===== config.mk =====
export PLATFORM = sky130hd
export DESIGN_NAME = prot_drv_ctrl
export DESIGN_NICKNAME = d
export VERILOG_FILES = /design/src/rtl/prot_drv_pkg.sv /design/src/rtl/drv_latch_bank.sv /design/src/rtl/oc_fault_chan.sv /design/src/rtl/uvlo_hyst.sv /design/src/rtl/prot_drv_ctrl.sv
export SDC_FILE = /design/constraint.sdc
export NUM_CORES = 1
export LEC_CHECK = 0
export BUFFER_PORTS_ARGS = -buffer_cell sky130_fd_sc_hd__buf_2
export CAP_MARGIN = 20
export CELL_PAD_IN_SITES_DETAIL_PLACEMENT = 1
export CELL_PAD_IN_SITES_GLOBAL_PLACEMENT = 1
export CORE_MARGIN = 1.5
export CORE_UTILIZATION = 37
export CTS_BUF_LIST = sky130_fd_sc_hd__clkbuf_8
export DETAILED_ROUTE_END_ITERATION = 8
export GPL_ROUTABILITY_DRIVEN = 0
export PLACE_DENSITY = 0.7
export SLEW_MARGIN = 20
export SYNTH_ARGS = -nofsm -noshare
export SYNTH_HDL_FRONTEND = slang
export SYNTH_HIERARCHICAL = 1
export SYNTH_SLANG_ARGS = --single-unit

===== constraint.sdc =====
create_clock -name clk -period 7.3 [get_ports clk]
set_input_delay 0.365 -clock clk [delete_from_list [all_inputs] [get_ports clk]]
set_output_delay 0.365 -clock clk [all_outputs]
set_load 0.02 [all_outputs]

===== src/rtl/prot_drv_pkg.sv =====
package prot_drv_pkg;
  typedef enum logic {
    UV_RUN  = 1'b0,
    UV_LOCK = 1'b1
  } uv_state_t;

  function automatic int cnt_width(input int cycles);
    return (cycles > 1) ? $clog2(cycles) : 1;
  endfunction
endpackage


===== src/rtl/drv_latch_bank.sv =====
module drv_latch_bank #(
  parameter int NCH = 8
) (
  input  logic           clk,
  input  logic           rst_n,
  input  logic [NCH-1:0] din,
  input  logic           strobe,
  input  logic           clear,
  output logic [NCH-1:0] q
);
  logic [NCH-1:0] q_r;
  logic [NCH-1:0] q_nx;
  logic           ld_en;

  assign ld_en = clear | strobe;

  always_comb begin
    q_nx = q_r;
    if (clear)       q_nx = '0;
    else if (strobe) q_nx = din;
  end

  always_ff @(posedge clk or negedge rst_n) begin
    if (!rst_n)     q_r <= '0;
    else if (ld_en) q_r <= q_nx;
  end

  assign q = q_r;

  assert_clear_wins_R2: assert property (@(posedge clk) disable iff (!rst_n)
    clear |=> (q == '0));
  assert_hold_R1: assert property (@(posedge clk) disable iff (!rst_n)
    (!clear && !strobe) |=> $stable(q));
endmodule


===== src/rtl/oc_fault_chan.sv =====
module oc_fault_chan #(
  parameter int FILT_CYC = 500000
) (
  input  logic clk,
  input  logic rst_n,
  input  logic oc_in,
  input  logic clr,
  output logic fault
);
  localparam int CNT_W = prot_drv_pkg::cnt_width(FILT_CYC);
  localparam logic [CNT_W-1:0] LIM = CNT_W'(FILT_CYC - 1);

  logic [CNT_W-1:0] cnt_r, cnt_nx;
  logic             fault_r, fault_nx;

  always_comb begin
    cnt_nx   = cnt_r;
    fault_nx = fault_r;
    if (clr) begin
      cnt_nx   = '0;
      fault_nx = 1'b0;
    end else if (fault_r || !oc_in) begin
      cnt_nx = '0;
    end else if (cnt_r == LIM) begin
      cnt_nx   = '0;
      fault_nx = 1'b1;
    end else begin
      cnt_nx = cnt_r + 1'b1;
    end
  end

  always_ff @(posedge clk or negedge rst_n) begin
    if (!rst_n) begin
      cnt_r   <= '0;
      fault_r <= 1'b0;
    end else begin
      cnt_r   <= cnt_nx;
      fault_r <= fault_nx;
    end
  end

  assign fault = fault_r;

  assert_trip_needs_oc_R4: assert property (@(posedge clk) disable iff (!rst_n)
    $rose(fault) |-> $past(oc_in));
  assert_fault_sticky_R6: assert property (@(posedge clk) disable iff (!rst_n)
    (fault && !clr) |=> fault);
  assert_clear_wins_R6: assert property (@(posedge clk) disable iff (!rst_n)
    clr |=> !fault);
endmodule


===== src/rtl/uvlo_hyst.sv =====
module uvlo_hyst #(
  parameter int SUP_W  = 8,
  parameter int UV_OFF = 100,
  parameter int UV_ON  = 120
) (
  input  logic             clk,
  input  logic             rst_n,
  input  logic [SUP_W-1:0] supply_code,
  output logic             locked
);
  import prot_drv_pkg::*;

  localparam logic [SUP_W-1:0] TH_OFF = SUP_W'(UV_OFF);
  localparam logic [SUP_W-1:0] TH_ON  = SUP_W'(UV_ON);

  uv_state_t st_r, st_nx;

  always_comb begin
    st_nx = st_r;
    case (st_r)
      UV_LOCK: if (supply_code >= TH_ON)  st_nx = UV_RUN;
      default: if (supply_code <  TH_OFF) st_nx = UV_LOCK;
    endcase
  end

  always_ff @(posedge clk or negedge rst_n) begin
    if (!rst_n) st_r <= UV_LOCK;
    else        st_r <= st_nx;
  end

  assign locked = (st_r == UV_LOCK);

  assert_stay_locked_R8: assert property (@(posedge clk) disable iff (!rst_n)
    (locked && supply_code < TH_ON) |=> locked);
  assert_stay_run_R8: assert property (@(posedge clk) disable iff (!rst_n)
    (!locked && supply_code >= TH_OFF) |=> !locked);
endmodule


===== src/rtl/prot_drv_ctrl.sv =====
module prot_drv_ctrl #(
  parameter int NCH      = 8,
  parameter int FILT_CYC = 500000,
  parameter int SUP_W    = 8,
  parameter int UV_OFF   = 100,
  parameter int UV_ON    = 120
) (
  input  logic             clk,
  input  logic             rst_n,
  input  logic [NCH-1:0]   din,
  input  logic             strobe,
  input  logic             clear,
  input  logic             en_rst,
  input  logic [NCH-1:0]   oc_in,
  input  logic             therm_in,
  input  logic [SUP_W-1:0] supply_code,
  output logic [NCH-1:0]   drv_out,
  output logic             flag_n
);
  logic [1:0]     rst_sync;
  logic           core_rst_n;
  logic           en_q;
  logic           fault_clr;
  logic [NCH-1:0] latch_q;
  logic [NCH-1:0] fault_v;
  logic           locked;
  logic           gate_ok;

  always_ff @(posedge clk or negedge rst_n) begin
    if (!rst_n) rst_sync <= 2'b00;
    else        rst_sync <= {rst_sync[0], 1'b1};
  end
  assign core_rst_n = rst_sync[1];

  always_ff @(posedge clk or negedge core_rst_n) begin
    if (!core_rst_n) en_q <= 1'b0;
    else             en_q <= en_rst;
  end
  assign fault_clr = en_rst & ~en_q;

  drv_latch_bank #(.NCH(NCH)) u_latch (
    .clk(clk), .rst_n(core_rst_n), .din(din),
    .strobe(strobe), .clear(clear), .q(latch_q)
  );

  for (genvar i = 0; i < NCH; i++) begin : g_ch
    oc_fault_chan #(.FILT_CYC(FILT_CYC)) u_oc (
      .clk(clk), .rst_n(core_rst_n), .oc_in(oc_in[i]),
      .clr(fault_clr), .fault(fault_v[i])
    );
  end

  uvlo_hyst #(.SUP_W(SUP_W), .UV_OFF(UV_OFF), .UV_ON(UV_ON)) u_uvlo (
    .clk(clk), .rst_n(core_rst_n), .supply_code(supply_code), .locked(locked)
  );

  assign gate_ok = ~en_rst & ~therm_in & ~locked;
  assign drv_out = latch_q & ~fault_v & {NCH{gate_ok}};
  assign flag_n  = ~((|fault_v) | therm_in);

  assert_therm_off_R7: assert property (@(posedge clk) disable iff (!core_rst_n)
    therm_in |-> (drv_out == '0));
  assert_fault_chan_off_R5: assert property (@(posedge clk) disable iff (!core_rst_n)
    ((drv_out & fault_v) == '0));
  assert_flag_R9: assert property (@(posedge clk) disable iff (!core_rst_n)
    (fault_v != '0) |-> !flag_n);
endmodule


**After elaboration in Yosys (flattened, before gate mapping)**

Index checks and enable logic that the tools add are counted.

- $add $sub $neg: 8
- $lt $le $gt $ge: 2
- Equal/unequal tests: 16
- Mux-type cells: 53
- Bitwise gates (word level): 13
- Reduce and logical (&&, ||, !) cells: 35

Operators with widths:

| kind | number |
|---|---|
| 2-to-1 mux 19 bit | 24 |
| adder 19 x 1 -> 19 bit (second input constant) | 8 |
| == test 19 bit (second input constant) | 8 |
| 2-to-1 mux 1 bit | 27 |
| AND reduction 2 bit | 9 |
| nonzero test 2 bit | 9 |
| bitwise AND 8 bit | 2 |
| 2-to-1 mux 8 bit | 2 |
| != test 2 bit (second input constant) | 8 |
| >= comparator 8 x 7 -> 1 bit (second input constant) | 1 |
| logical NOT 1 bit | 8 |
| logical OR 1 bit | 8 |
| less-than comparator 8 x 7 -> 1 bit (second input constant) | 1 |
| NOT 8 bit | 1 |
| OR reduction 8 bit | 1 |
| NOT 1 bit | 5 |
| bitwise AND 1 bit | 3 |
| OR 1 bit | 2 |

- Bits in registers: 172
- Bits of input ports: 30
- Output and inout port bits: 9
- Word-level logic and storage cells: 147

**Logic depth before layout (Yosys ltp)**

Gate-level depths: netlist (run 1).

- Word-level depth: 4
- Gate-level depth with buffers: 6
- Gate-level depth less buffers: 5

**Hierarchy**

The synthesis (run 1) kept the hierarchy.

Modules (own cells, without submodules):

| module | instances | cells an instance | area each (µm²) | sequential area each (µm²) |
|---|---|---|---|---|
| oc_fault_chan | 8 | 110 | 1109.8 | 500.5 |
| drv_latch_bank | 1 | 26 | 325.3 | 200.2 |
| prot_drv_ctrl | 1 | 18 | 196.4 | 75.1 |
| uvlo_hyst | 1 | 4 | 55.1 | 26.3 |

**Worst setup path before layout (run 1)**

No wires, ideal clock.

- Kind: input to output
- Start point: in therm_in
- End point: out drv_out[0]
- Arrival time: 1.402 ns
- Data required time: 6.935 ns
- Path slack: 5.533 ns
- Stages on the path: 3
- Path buffers: 1
- Path through: or3_1 -> buf_2 -> nor3b_1

- Longest elaborated chain between the ends: 4

RTL lines:

| item | line | text |
|---|---|---|
| from (decl) | prot_drv_ctrl.sv:15 | `input logic therm_in,` |
| NOT 1 bit | prot_drv_ctrl.sv:57 | `assign gate_ok = ~en_rst & ~therm_in & ~locked;` |
| bitwise AND 1 bit (2 in a row) | prot_drv_ctrl.sv:57 |  |
| bitwise AND 8 bit | prot_drv_ctrl.sv:58 | `assign drv_out = latch_q & ~fault_v & {NCH{gate_ok}};` |
| to (decl) | prot_drv_ctrl.sv:17 | `output logic [NCH-1:0] drv_out,` |

Every way passes these cells.

**Final worst setup path (run 1)**

- Start point: in en_rst
- End point: out drv_out[1]

- Longest elaborated chain between the ends: 4

RTL lines:

| item | line | text |
|---|---|---|
| from (decl) | prot_drv_ctrl.sv:13 | `input logic en_rst,` |
| NOT 1 bit | prot_drv_ctrl.sv:57 |  |
| bitwise AND 1 bit (2 in a row) | prot_drv_ctrl.sv:57 |  |
| bitwise AND 8 bit | prot_drv_ctrl.sv:58 |  |

Every way passes these cells.

==> metrics, run 1 <==
Levels on crit path=5; # hold bufs at CTS=3; Die Wd=around 160 um; max_cap viols=0; fraction of layout cells with a size suffix above 1=between 10 and 15%; IO Count=39; cell taking the most area after synthesis=dfrtp_1; reg2reg setup slack=between 5 and 6 ns; routed vias=around 7000; Worst path slowest cell=or3_1; clk_skew=about 0.013 ns; clk slew on worst S/H paths=roughly 0.090 ns; worst-skew pair later-pin latency=about 0.47 ns; register bit total from synthesis=about 170; Post-synth EDFFs=0; chip height=about 160 um; Crit Path Class=primary input to output port; Peak VDD IR=between 0.00009 and 0.0001 V; post-layout net count=around 1000; Min-Delay Path Depth=3; pin count of the biggest net entering global routing=slightly below 70; r2r endpoint=g_ch[2].u_oc/cnt_r[13]; share of total power in combinational logic=approximately 4.5%; pins over their slew limit=0; post-CTS setup buffers=0; crit-path max FO=8; CP Buf/Inv Count=3; overall global routing resource usage=between 10% and 20%; Crit path arrival time=around 2.3 ns; Worst-Margin Slew=roughly 1 ns; post-synthesis sequential area ratio=around 46%; FF/Latch Area=~4300 um2; Cell Rows=58; initial antenna violation count=0; CTS buffer count=17; placed cell count=around 1300; Net Sw Frac=roughly a quarter; final setup fails=0; Area contributors post-synth=dfrtp_1 (45%), xnor2_1 (8.2%), nor2_1 (7.3%), nand4_4 (5.4%), nand3_1 (3.8%); startpoint types=primary input; area grow syn2layout=9.73%; status=completed; Peak Freq=~380 MHz; synthesized area=between 9000 and 10000 um2; antenna-violating nets left=0; Core Region=about 25000 um2; DRC viols=0; Tcrit/Tclk final=~36%; CTS Buffer Depth=2; fillers=just under 3000; asr flop ratio synth=100%; PwrDens=about 180 nW/um2; Post-CTS Resized=0; Hold Vio Cnt, Final=0; CP top delay family=simple AND/OR/NAND/NOR gates; area fraction of the dominant cell type after synthesis=around 45%; worst hold path class=primary input to register; crit-path most repeated cell=buf_2; Reg2Reg Depth=4; Via density=between 5 and 6; placed inst area=approximately 9900 um2; Initial Util=a little under two fifths; first-pass GRT wire length=roughly 37000 um; TritonRoute pass-1 iters=4; synth unique cells=38; DP HPWL=14700 um; Top Usage Layer GRT=met2; Max stage delay on crit path=0.55 ns; global routing usage on met1=between 20% and 30%; setup TNS=0 ns; CP endpoint kind=output port; CTS sink cnt=approximately 170; final wirelength=around 21000 um; H-tree depth=4; Seq pwr share=between 50% and 60%; vias in the first global route=around 7400; slew margin rel.=a little under a third; most common flop cell mapped by yosys=dfrtp_1; CTS tree=yes; CTS Root Cell=clkbuf_8; net switching power=between 400 and 500 uW; Crit. Startpoint=en_rst; Post-Syn Area per Cell=10.2 um2; Setup crit end=drv_out[1]; non-filler cells, final=1305; Cell Chain, Critical Path=dlygate4sd3_1 > buf_2 > or3_1 > nor3b_1 > buf_2; Req. time, crit path=around 6.9 ns; Buffers on Ports=36; grt total ovfl=0; post-route minimum period=2.63 ns; internal power=between 1 and 1.5 mW; area of the multi-input gates=between 4000 and 5000 um2; unrepaired setup endpoints after global routing=false; FF-to-FF Start=en_q; Static Leak=4.30 nW; Syn Nets=between 900 and 1000; met3 Use GR=~3.2%; DR iter-0 viols=298; M2 GR Usage=between 20% and 30%; synth warn=6; die area=~27000 um2; clock power share=around two fifths; Post-Layout Inst Area=~10000 um2; WL/cell=approximately 16 um; Mapped Cells=approximately 930
area by class of cell:
type                       instances  area share (%)
clock buffer                      18            2.39
tap                              330            3.98
timing repair buffer              41            2.17
multi-input combinational        697            46.8
clock inverter                    14            1.98
inverter                          32            1.16
sequential                       172            41.5
antenna                            1          0.0241
cell usage in the layout, fill, tap and decap left out, drive strengths merged, types with 32 or more instances in the layout:
cell type  synthesis  final
nand2             48     48
nor2             184    184
nor4              57     57
nand4             40     40
xnor2             88     88
nor3              48     48
buf               19     38
inv               32     38
xor2              32     32
nand3             72     72
dfrtp            171    171
stage by stage:
stage / power, mW / worst slack (ns) / hold WS (ns) / utilization, %
2_1_floorplan: 1.06 / 2.15 / 0.0694 / -
3_3_place_gp: 1.08 / 5.14 / 0.151 / 39.4
3_5_place_dp: 1.09 / 5.11 / 0.153 / 39.4
4_1_cts: 1.87 / 4.65 / 0.116 / 41.3
5_1_grt: 1.92 / 4.63 / 0.150 / 41.3
6_report: 1.84 / 4.67 / 0.160 / 41.3
flip-flops by register name, indices dropped and copies added (netlist names):
name,flops
u_uvlo/locked,1
en_q,1
u_latch/q,8
g_ch.u_oc/cnt_r,152
rst_sync,2
g_ch.u_oc/fault,8
worst min-delay path, cell delays in order:
cell and delay [ns]:
buf_2 0.08, mux2i_1 0.06, nor2_1 0.08
routing by layer:
| metal | routed length (um) | vias up |
|---|---|---|
| met2 | 10000 | 56 |
| met4 | 293 | 0 |
| met5 | 0 | - |
| met3 | 521 | 21 |
| li1 | - | 3319 |
| met1 | 10000 | 3441 |
cells in the mapped netlist (9+ instances only):
library cell  count
nor3_1           32
inv_1            32
xor2_1           32
nor3_2           16
nand4_1          16
nor2_1          184
nand3_1          72
or3_1            10
nand2_1          48
dfrtp_1         171
nor4b_1          16
mux2i_1          24
buf_6             9
nor4_2            9
xnor2_1          88
nand4_4          24
buf_2             9
nor4_1           40
worst min-delay path by stage:
stage                        start            end  slack, ns
detailed placement           rst_n    rst_sync[0]       0.15
global route        supply_code[3]  u_uvlo/locked       0.15
finish                      din[6]   u_latch/q[6]       0.16
floorplan                    rst_n    rst_sync[0]       0.07
global placement             rst_n    rst_sync[0]       0.15
CTS                         din[4]   u_latch/q[4]       0.12
power groups by stage:
stage | registers [mW] | logic (mW) | clock network, mW
floorplan | 1.01 | 0.0495 | 0
global placement | 1.00 | 0.0820 | 0
detailed placement | 1.00 | 0.0838 | 0
CTS | 0.985 | 0.0858 | 0.802
global route | 0.988 | 0.0954 | 0.835
finish | 0.984 | 0.0823 | 0.771
cells by family (layout without fill, tap and decap cells):
family          count (synthesis)  in the layout  synth area share (%)
buf+inv                        59            105                  3.18
simple gates                  509            509                  33.6
compound gates                 35             35                  2.95
mux                            24             24                  2.54
xor+xnor                      120            120                  11.1
flops                         172            172                  45.5
fa+ha+maj                       8              8                  1.06
other cells                     1              2                0.0397
(Power assumes the default switching activity.)
==> inputs of run 2 (changes only) <==
--- a/config.mk
+++ b/config.mk
@@ -14,7 +14,7 @@
 export CTS_BUF_LIST = sky130_fd_sc_hd__clkbuf_8
 export DETAILED_ROUTE_END_ITERATION = 8
 export GPL_ROUTABILITY_DRIVEN = 0
-export PLACE_DENSITY = 0.7
+export PLACE_DENSITY = 0.72
 export SLEW_MARGIN = 20
 export SYNTH_ARGS = -nofsm -noshare
 export SYNTH_HDL_FRONTEND = slang
==> constraint.sdc (replaced) <==
create_clock -name clk -period 2.42 [get_ports clk]
set_input_delay 0.121 -clock clk [delete_from_list [all_inputs] [get_ports clk]]
set_output_delay 0.121 -clock clk [all_outputs]
set_load 0.02 [all_outputs]
==> metrics, run 2 (same netlist as run 1, synthesis figures left out) <==
DP HPWL=roughly 15000 um; Crit Path Class=register to output port; final setup fails=0; Crit. Startpoint=g_ch[1].u_oc/fault; setup ws final=0.293 ns; Core Region=roughly 25000 um2; clock power share=about two fifths; reg2reg setup slack=about 0.5 ns; pin count of the biggest net entering global routing=a little under 60; Pwr Total=~5.4 mW; internal power=~4.1 mW; WHS=between 0.03 and 0.04 ns; Buffers on Ports=36; Initial Util=37.7%; non-filler cells, final=roughly 1300; net switching power=roughly 1.3 mW; CTS tree=yes; # hold bufs at CTS=17; Reg2Reg Depth=6; CTS sink cnt=172; Top reg by flops=g_ch.u_oc/cnt_r; M2 GR Usage=~28%; r2r endpoint=g_ch[7].u_oc/cnt_r[15]; Setup crit end=flag_n; die area=26500 um2; global routing usage on met1=22.2%; met3 Use GR=about 3.5%; Post-Layout Inst Area=10600 um2; Via density=5.17; CTS Root Cell=clkbuf_8; clk_skew=around 0.016 ns; share of total power in combinational logic=between 5 and 6%; startpoint types=register; status=completed; Seq pwr share=between 50% and 60%; fraction of layout cells with a size suffix above 1=15.3%; WL/cell=~16 um; Net Sw Frac=23.7%; max FFs per register=between 150 and 200; Place WS=roughly 0.5 ns; pins over their slew limit=0; IO Count=39; clk slew on worst S/H paths=approximately 0.090 ns; setup TNS=0 ns; TritonRoute pass-1 iters=4; CTS buffer count=17; Static Leak=roughly 4.4 nW; initial antenna violation count=0; H-tree depth=4; unrepaired setup endpoints after global routing=false; area grow syn2layout=12.1%; final wirelength=between 20000 and 25000 um; Peak VDD IR=roughly 0.00031 V; Cell Rows=58; Top Usage Layer GRT=met2; antenna-violating nets left=0; FF-to-FF Start=g_ch[7].u_oc/cnt_r[0]; overall global routing resource usage=16.8%; Crit path arrival time=2.01 ns; Min-Delay Path Depth=2; crit-path max FO=5; placed cell count=1280; most frequent cells in the layout=nor2_1 (184), dfrtp_1 (170), xnor2_1 (88), nand3_1 (72), nand2_1 (48); chip height=around 160 um; PwrDens=513 nW/um2; Hold Vio Cnt, Final=0; DR iter-0 viols=258; Die Wd=around 160 um; Final Util=around 42%; post-route minimum period=around 2.1 ns; first-pass GRT wire length=approximately 36000 um; post-CTS setup buffers=0; Post-CTS Resized=0; routed vias=between 6000 and 7000; CTS Buffer Depth=2; worst hold path class=primary input to register; DRC viols=0; Req. time, crit path=~2.3 ns; Ant. Diodes=0; placed inst area=between 9000 and 10000 um2; Peak Freq=between 400 and 500 MHz; vias in the first global route=between 7000 and 8000; CP endpoint kind=output port; Tcrit/Tclk final=87.9%; commonest non-fill, non-tap cell in the layout=nor2_1; max_cap viols=0; fillers=roughly 2900; worst-skew pair later-pin latency=0.46 ns; post-layout net count=slightly above 1000; grt total ovfl=0
## run 2: area by class of cell
class	count	area [um2]	share of cell area, %
Timing Repair Buffer	66	473	4.46
Multi-Input combinational cell	697	4850	45.8
Clock inverter	10	139	1.31
Inverter	32	120	1.13
Clock buffer	21	289	2.73
Tap cell	330	413	3.90
Sequential cell	172	4310	40.7
## run 2: how the worst min path moves through the flow
| stage | start | endpoint |
|---|---|---|
| 3_3_place_gp | rst_n | rst_sync[0] |
| 3_5_place_dp | rst_n | rst_sync[0] |
| 6_report | clear | u_latch/q[7] |
| 2_1_floorplan | rst_n | rst_sync[0] |
| 5_1_grt | clear | u_latch/q[6] |
| 4_1_cts | clear | u_latch/q[2] |
## run 2: power groups by stage
stage	clock network [mW]	registers (mW)	logic, mW
after floorplan	0	3.04	0.149
after global placement	0	3.02	0.274
after detailed placement	0	3.02	0.280
after CTS	2.25	2.97	0.304
after global routing	2.37	2.97	0.333
final	2.17	2.96	0.295
## run 2: layer usage
layer | up-vias | wire length, um
met2 | 53 | 9970
met4 | 0 | 160
met3 | 11 | 592
li1 | 3364 | -
met5 | - | 0
met1 | 3440 | 9910
## run 2: critical path, stage by stage, from the launching register on
cell and delay, ns:
dfrtp_1 0.46, or4_4 0.54, nor4_2 0.31, buf_2 0.23
==> inputs of run 3 (changes only) <==
--- a/config.mk
+++ b/config.mk
@@ -6,7 +6,7 @@
 export NUM_CORES = 1
 export LEC_CHECK = 0
 export BUFFER_PORTS_ARGS = -buffer_cell sky130_fd_sc_hd__buf_2
-export CAP_MARGIN = 20
+export CAP_MARGIN = 5
 export CELL_PAD_IN_SITES_DETAIL_PLACEMENT = 1
 export CELL_PAD_IN_SITES_GLOBAL_PLACEMENT = 1
 export CORE_MARGIN = 1.5
==> constraint.sdc (replaced) <==
create_clock -name clk -period 2.42 [get_ports clk]
set_input_delay 0.121 -clock clk [delete_from_list [all_inputs] [get_ports clk]]
set_output_delay 0.121 -clock clk [all_outputs]
set_load 0.005 [all_outputs]
==> metrics, run 3 (same netlist as run 1, synthesis figures left out) <==
status=completed; first-pass GRT wire length=~36000 um; Peak Freq=~450 MHz; worst hold path class=primary input to register; overall global routing resource usage=between 10% and 20%; IO Count=39; post-route minimum period=between 2 and 2.5 ns; Final Util=about 42%; Peak VDD IR=roughly 0.00025 V; Cell Rows=just under 60; commonest non-fill, non-tap cell in the layout=nor2_1; Worst-Margin Slew=around 0.54 ns; initial antenna violation count=0; Hold Vio Cnt, Final=0; setup TNS=0 ns; CP top delay family=simple AND/OR/NAND/NOR gates; Core Region=25100 um2; Via density=5.19; PwrDens=about 500 nW/um2; area grow syn2layout=11.9%; clk_skew=roughly 0.015 ns; TritonRoute pass-1 iters=4; Initial Util=a little under two fifths; FF/Latch Area=about 4300 um2; post-layout net count=just over 1000; worst-skew pair later-pin latency=0.47 ns; routed vias=slightly below 7000; non-filler cells, final=roughly 1300; Max stage delay on crit path=0.61 ns; crit-path max FO=8; Crit path arrival time=approximately 2.1 ns; Worst path slowest cell=or3_1; final wirelength=20700 um; Static Leak=around 4.4 nW; DR iter-0 viols=~220; DRC viols=0; CTS Buffer Depth=2; DP HPWL=approximately 15000 um; placed inst area=9990 um2; CP endpoint kind=output port; CTS tree=yes; fraction of layout cells with a size suffix above 1=approximately 15%; fillers=~2900; slew margin rel.=between 60 and 70%; die area=approximately 27000 um2; grt total ovfl=0; antenna-violating nets left=0; Cell Chain, Critical Path=or3_1 > nor3b_1 > buf_2; Post-Layout Inst Area=10600 um2; chip height=around 160 um; Req. time, crit path=2.30 ns; pin count of the biggest net entering global routing=roughly 60; Buffers on Ports=36; Tcrit/Tclk final=92.6%; CP Buf/Inv Count=1; Place WS=0.521 ns; area of the multi-input gates=between 4000 and 5000 um2; placed cell count=between 1000 and 1500; WL/cell=between 15 and 20 um; CTS Root Cell=clkbuf_8; Ant. Diodes=0; final setup fails=0; pins over their slew limit=0; setup ws final=0.180 ns; vias in the first global route=~7400; H-tree depth=4; startpoint types=register; Top reg by flops=g_ch.u_oc/cnt_r; Die Wd=between 150 and 200 um; most frequent cells in the layout=nor2_1 (184), dfrtp_1 (170), xnor2_1 (88), nand3_1 (72), nand2_1 (48); Crit Path Class=register to output port; max_cap viols=0; post-CTS setup buffers=0; unrepaired setup endpoints after global routing=false; CTS sink cnt=between 150 and 200; max FFs per register=~150; clk slew on worst S/H paths=around 0.10 ns; CTS buffer count=17
==> run 3: per-stage QoR <==
| stage | power (mW) | hold slack, ns |
|---|---|---|
| after floorplan | 3.19 | -0.175 |
| after global placement | 3.29 | -0.0930 |
| after detailed placement | 3.30 | -0.0899 |
| after CTS | 5.35 | 0.0422 |
| after global routing | 5.51 | 0.0473 |
| final | 5.26 | 0.0573 |
==> run 3: routing by layer <==
layer	vias to the layer above	track usage [%]	share of wire [%]
li1	3365	-	-
met2	52	28.8	49
met3	19	3.62	2.5
met1	3472	21.8	47
met5	-	0	0
met4	0	4.63	1.2
==> run 3: power by group <==
| group | switching (mW) | total, mW | internal [mW] |
|---|---|---|---|
| clock network | 1.09 | 2.00 | 0.903 |
| logic | 0.184 | 0.298 | 0.114 |
| registers | 0.0554 | 2.96 | 2.91 |
==> run 3: worst paths after layout <==
kind | startpoint | endpoint | slack (ns) | cells after the start
max | u_uvlo/locked | drv_out[6] | 0.18 | 3
min reg2reg | rst_sync[1] | g_ch[0].u_oc/cnt_r[0] | 0.27 | 0
min | oc_in[1] | g_ch[1].u_oc/cnt_r[2] | 0.06 | 4
max in group asynchronous | rst_sync[1] | g_ch[4].u_oc/cnt_r[16] | 1.31 | 1
min in group asynchronous | rst_sync[1] | g_ch[0].u_oc/cnt_r[0] | 0.27 | 0
max reg2reg | g_ch[3].u_oc/cnt_r[0] | g_ch[3].u_oc/cnt_r[3] | 0.52 | 6
==> run 3: worst register-to-register path, delay by kind of cell, from the launching register on <==
family	cells	cell delay [ns]
AOI/OAI and AO/OA	1	0.27
DFF	1	0.47
buffers and inverters	1	0.23
adders and majority gates	1	0.31
and+or+nand+nor	3	0.51
==> run 3: layout make-up <==
| class | count | area share, % |
|---|---|---|
| multi-input combinational | 697 | 45.9 |
| clock inverter | 11 | 1.01 |
| timing repair buffer | 69 | 4.78 |
| sequential | 172 | 40.7 |
| inverter | 32 | 1.14 |
| clock buffer | 20 | 2.60 |
| tap | 330 | 3.90 |
==> run 3: repair_timing <==
item | in CTS | in global routing
hold endpoints to repair | 12 | 0
hold buffers | 21 | 0
endpoints found under the setup margin | 0 | 0
gates resized for setup | 0 | 0
